[src/rtl/cil_pkg.sv]
package cil_pkg;

    typedef enum logic {
        DIR_FWD = 1'b0,
        DIR_REV = 1'b1
    } bank_dir_e;

    // Number of stored elements in branch br of a bank
    function automatic int tap_depth(input int br, input int nbr,
                                     input int step, input bank_dir_e dir);
        int pos;
        pos = (dir == DIR_REV) ? (nbr - 1 - br) : br;
        return pos * step;
    endfunction

    // End-to-end latency in symbol slots of the chained pair
    function automatic int span_lat(input int nbr, input int step);
        return nbr * (nbr - 1) * step;
    endfunction

    function automatic int idx_width(input int n);
        return (n > 1) ? $clog2(n) : 1;
    endfunction

endpackage

[src/rtl/cil_commutator.sv]
module cil_commutator #(
    parameter int NBR   = 4,
    localparam int IDX_W = cil_pkg::idx_width(NBR)
) (
    input  logic             clk,
    input  logic             rst,
    input  logic             adv_i,
    output logic [IDX_W-1:0] sel_o
);
    localparam logic [IDX_W-1:0] LAST = IDX_W'(NBR - 1);

    logic [IDX_W-1:0] sel_q;

    always_ff @(posedge clk) begin
        if (rst) begin
            sel_q <= '0;
        end else if (adv_i) begin
            if (sel_q == LAST) sel_q <= '0;
            else               sel_q <= sel_q + 1'b1;
        end
    end

    assign sel_o = sel_q;
endmodule

[src/rtl/cil_branch_bank.sv]
module cil_branch_bank #(
    parameter int                 SYM_W = 8,
    parameter int                 NBR   = 4,
    parameter int                 STEP  = 2,
    parameter cil_pkg::bank_dir_e DIR   = cil_pkg::DIR_FWD,
    localparam int                IDX_W = cil_pkg::idx_width(NBR)
) (
    input  logic             clk,
    input  logic             rst,
    input  logic             adv_i,
    input  logic [IDX_W-1:0] sel_i,
    input  logic [SYM_W-1:0] sym_i,
    output logic [SYM_W-1:0] sym_o
);
    logic [SYM_W-1:0] tail [NBR];

    for (genvar b = 0; b < NBR; b++) begin : g_br
        localparam int DEPTH = cil_pkg::tap_depth(b, NBR, STEP, DIR);
        if (DEPTH == 0) begin : g_pass
            assign tail[b] = sym_i;
        end else begin : g_sr
            logic [SYM_W-1:0] stage [DEPTH];
            logic             hit;
            assign hit = adv_i && (sel_i == IDX_W'(b));
            always_ff @(posedge clk) begin
                if (rst) begin
                    for (int i = 0; i < DEPTH; i++) stage[i] <= '0;
                end else if (hit) begin
                    stage[0] <= sym_i;
                    for (int i = 1; i < DEPTH; i++) stage[i] <= stage[i-1];
                end
            end
            assign tail[b] = stage[DEPTH-1];
        end
    end

    assign sym_o = tail[sel_i];
endmodule

[src/rtl/cil_fill.sv]
module cil_fill #(
    parameter int LAT = 24,
    localparam int CW = (LAT > 0) ? $clog2(LAT + 1) : 1
) (
    input  logic clk,
    input  logic rst,
    input  logic adv_i,
    output logic full_o
);
    logic [CW-1:0] cnt_q;

    always_ff @(posedge clk) begin
        if (rst)                                cnt_q <= '0;
        else if (adv_i && cnt_q != CW'(LAT))    cnt_q <= cnt_q + 1'b1;
    end

    assign full_o = (cnt_q == CW'(LAT));
endmodule

[src/rtl/conv_ilv_pair.sv]
module conv_ilv_pair #(
    parameter int SYM_W = 8,
    parameter int NBR   = 4,
    parameter int STEP  = 2
) (
    input  logic             clk,
    input  logic             rst,
    input  logic             in_vld_i,
    input  logic [SYM_W-1:0] in_sym_i,
    output logic             out_vld_o,
    output logic [SYM_W-1:0] ilv_sym_o,
    output logic [SYM_W-1:0] rcv_sym_o,
    output logic             rcv_ok_o
);
    localparam int LAT   = cil_pkg::span_lat(NBR, STEP);
    localparam int IDX_W = cil_pkg::idx_width(NBR);

    logic [IDX_W-1:0] sel;
    logic [SYM_W-1:0] ilv_nxt;
    logic [SYM_W-1:0] rcv_nxt;
    logic             full;

    cil_commutator #(.NBR(NBR)) u_comm (
        .clk(clk), .rst(rst), .adv_i(in_vld_i), .sel_o(sel)
    );

    cil_branch_bank #(
        .SYM_W(SYM_W), .NBR(NBR), .STEP(STEP), .DIR(cil_pkg::DIR_FWD)
    ) u_fwd (
        .clk(clk), .rst(rst), .adv_i(in_vld_i), .sel_i(sel),
        .sym_i(in_sym_i), .sym_o(ilv_nxt)
    );

    cil_branch_bank #(
        .SYM_W(SYM_W), .NBR(NBR), .STEP(STEP), .DIR(cil_pkg::DIR_REV)
    ) u_rev (
        .clk(clk), .rst(rst), .adv_i(in_vld_i), .sel_i(sel),
        .sym_i(ilv_nxt), .sym_o(rcv_nxt)
    );

    cil_fill #(.LAT(LAT)) u_fill (
        .clk(clk), .rst(rst), .adv_i(in_vld_i), .full_o(full)
    );

    always_ff @(posedge clk) begin
        if (rst) begin
            out_vld_o <= 1'b0;
            ilv_sym_o <= '0;
            rcv_sym_o <= '0;
            rcv_ok_o  <= 1'b0;
        end else begin
            out_vld_o <= in_vld_i;
            if (in_vld_i) begin
                ilv_sym_o <= ilv_nxt;
                rcv_sym_o <= rcv_nxt;
                rcv_ok_o  <= full;
            end
        end
    end
endmodule

[config.mk]
export PLATFORM = sky130hd
export DESIGN_NAME = conv_ilv_pair
export DESIGN_NICKNAME = d
export VERILOG_FILES = /design/src/rtl/cil_pkg.sv /design/src/rtl/cil_commutator.sv /design/src/rtl/cil_branch_bank.sv /design/src/rtl/cil_fill.sv /design/src/rtl/conv_ilv_pair.sv
export SDC_FILE = /design/constraint.sdc
export NUM_CORES = 1
export LEC_CHECK = 0
export BUFFER_PORTS_ARGS = -buffer_cell sky130_fd_sc_hd__buf_2
export CAP_MARGIN = 20
export CORE_AREA = 2 2 96 191
export CTS_CLUSTER_DIAMETER = 150
export DETAILED_ROUTE_END_ITERATION = 12
export DIE_AREA = 0 0 98 193
export GPL_TIMING_DRIVEN = 0
export PLACE_DENSITY = 0.65
export SLEW_MARGIN = 15
export SYNTH_ARGS = -nofsm -noshare
export SYNTH_HDL_FRONTEND = slang
export SYNTH_SLANG_ARGS = --single-unit
[constraint.sdc]
create_clock -name clk -period 3.7 [get_ports clk]
set_input_delay 0.37 -clock clk [delete_from_list [all_inputs] [get_ports clk]]
set_output_delay 0.37 -clock clk [all_outputs]
set_load 0.01 [all_outputs]
==> impl_metrics.json <==
{
  "outcome": "complete, no violations",
  "dp_slack_ns": 1.27,
  "yosysWarnings": 0,
  "critPathMostFrequentCell": "buf_6",
  "swShare_pct": 21.5,
  "clk_pin_slew_ns": 0.07,
  "rows": 69,
  "worst_slew_margin_rel_pct": 63.9,
  "antenna_cells": 0,
  "hold_buffers": 0,
  "dp_hpwl_um": 11300,
  "cap_violations": 0,
  "finalNonFillerCells": 841,
  "avgSynthCellArea_um2": 15.3,
  "dieArea_um2": 18900,
  "postCtsSetupBuffers": 0,
  "cts.path.max_buffers": 3,
  "syn-num-nets": 578,
  "hold_viol_final": 0,
  "peakVddDrop_uv": 402,
  "vias_per_cell": 5.37,
  "grt_first_pass_wirelength_um": 24400,
  "gp_congestion": 0.798,
  "crit_slowest_cell": "dfxtp_1",
  "initial_core_util_pct": 49.0,
  "setup_violations": 0,
  "cp-end-kind": "register",
  "wl_per_cell_um": 19.2,
  "placedCellCount": 805,
  "internal_power_mw": 4.15,
  "layout-area-overhead-vs-synth_pct": 13.2,
  "ys_ff_latch": 217,
  "power_mw": 5.28,
  "die_h_um": 193,
  "p_sw_mw": 1.13,
  "arrival_ns": 2.60,
  "io_pins": 29,
  "setup_tns_ns": 0,
  "port_buffers": 27,
  "pwr_density_cell_nw_per_um2": 544,
  "cp-start-kind": "register",
  "fp.coreArea_um2": 17500,
  "tightest_slew_ns": 0.540,
  "final_nets": 631,
  "clock_latency_ns": 0.49,
  "track_usage_pct": 17.0,
  "wl_um": 16100,
  "syn_area_um2": 8580,
  "crit_type": "reg2reg",
  "cp_top_family": "buffers and inverters",
  "hp-class": "in2reg",
  "layout_commonest_cell": "edfxtp_1",
  "cts-root-buf": "clkbuf_16",
  "drc_errors": 0,
  "cp_max_fo": 33,
  "max_freq_mhz": 413,
  "sequentialPowerShare_pct": 54.7,
  "die-width_um": 98,
  "grt_max_degree": 35,
  "rsz0062_at_grt": "false",
  "initialDrtViolationCount": 243,
  "required_ns": 3.88,
  "drv_slew": 0,
  "numCtsBuffers": 20,
  "postRouteAntennaNets": 0,
  "cts_tree": "yes",
  "finalCriticalPeriod_ns": 2.42,
  "h-tree-depth": 1,
  "drtPass1Iterations": 4,
  "postLayoutCoreUtil_pct": 55.4,
  "fin_ws_ns": 1.28,
  "ctsResizeCount": 0,
  "clock_sinks": 217,
  "clockPowerShare_pct": 38.2,
  "mostFrequentLayoutCells": "192 x edfxtp_1, 88 x and3_1, 80 x and2_1, 41 x nor2_1, 33 x buf_2",
  "synth_cell_types": 30,
  "combPwrFrac_pct": 7.1,
  "worstPathBufferInverterCount": 5,
  "ys_seq_area_share_pct": 73.0,
  "fin_crit_sh_pct": 65.4,
  "antenna_found_initial": 0,
  "final.setup_skew_ns": 0.00941,
  "slowest_delay_ns": 0.36,
  "grt_remaining_overflow": 0,
  "final_layout_size_suffix_gt1_share_pct": 14.0,
  "netlist_instances": 561,
  "num_vias": 4514,
  "leakagePower_nw": 3.97,
  "grt_pass1_vias": 4438,
  "crit_chain": "buf_6 -> buf_6 -> inv_1 -> ha_1 -> clkbuf_1 -> nand2_1 -> nand2_2 -> buf_12"
}
==> state kept, by name, summed over array words and instances (netlist names) <==
| signal | flops |
|---|---|
| u_comm.sel_o | 2 |
| u_fill.cnt_q | 5 |
| u_rev.g_br.g_sr.stage | 96 |
| rcv_ok_o | 1 |
| rcv_sym_o | 8 |
| out_vld_o | 1 |
| u_fwd.g_br.g_sr.stage | 96 |
| ilv_sym_o | 8 |
==> Yosys cell counts, drive strengths merged <==
cell	number	area, um2
edfxtp	192	5770
and3	88	551
and2	80	500
nor2	41	154
clkbuf	27	101
mux2i	26	260
dfxtp	25	500
nand2	13	48.8
buf	10	80.1
mux2	9	101
mux4	8	199
nand3b	8	60.1
o221ai	8	70.1
ha	6	75.1
nand3	5	25.0
inv	4	15.0
nand4	2	12.5
xor2	2	17.5
a21oi	1	5.00
clkinv	1	3.75
nor2b	1	8.76
nor3	1	5.00
o21a	1	7.51
or3b	1	8.76
xnor2	1	8.76
==> routing by layer <==
layer  GRT usage [%]  part of all wire, %
met1            19.9                   40
met3            2.13                  3.6
met4            6.30                  3.1
met2            31.8                   54
met5               0                    0
==> area by class of cell <==
cell class,instances,area [um2]
buffer,37,181
clock buffer,26,544
clock inverter,10,96.3
fill,1396,7810
inverter,5,18.8
multi-input combinational,302,2130
sequential,217,6270
tap,213,267
timing repair buffer,31,215
==> power by group through the flow <==
stage                     logic, mW  clock network [mW]  registers, mW
after global routing          0.405                2.13           2.90
after floorplan               0.236                   0           2.93
after detailed placement      0.375                   0           2.94
final                         0.375                2.02           2.89
after CTS                     0.377                2.05           2.89
after global placement        0.351                   0           2.95
==> stage by stage <==
| stage | instance area, um2 | hold slack [ns] |
|---|---|---|
| after floorplan | 8580 | 0.465 |
| after global routing | 9720 | 0.239 |
| after CTS | 9720 | 0.209 |
| after detailed placement | 9080 | 0.471 |
| final | 9720 | 0.209 |
| after global placement | 8990 | 0.467 |
==> path summary, 6_finish.rpt <==
check	startpoint	endpoint	slack (ns)	cells after the start
setup / recovery	u_comm.sel_o[0]	u_rev.g_br[0].g_sr.stage[0][4]	1.28	8
hold / removal	rst	u_fill.cnt_q[4]	0.21	2
setup reg to reg	u_comm.sel_o[0]	u_rev.g_br[0].g_sr.stage[0][4]	1.28	8
hold reg to reg	rcv_ok_o	rcv_ok_o	0.48	2
==> logic make-up after synthesis <==
family | synth area share, %
xor+xnor | 0.306
simple gates | 16.0
compound gates | 0.962
fa+ha+maj | 0.874
mux | 6.53
buf+inv | 2.33
flops | 73.0
(Power assumes the default switching activity.)
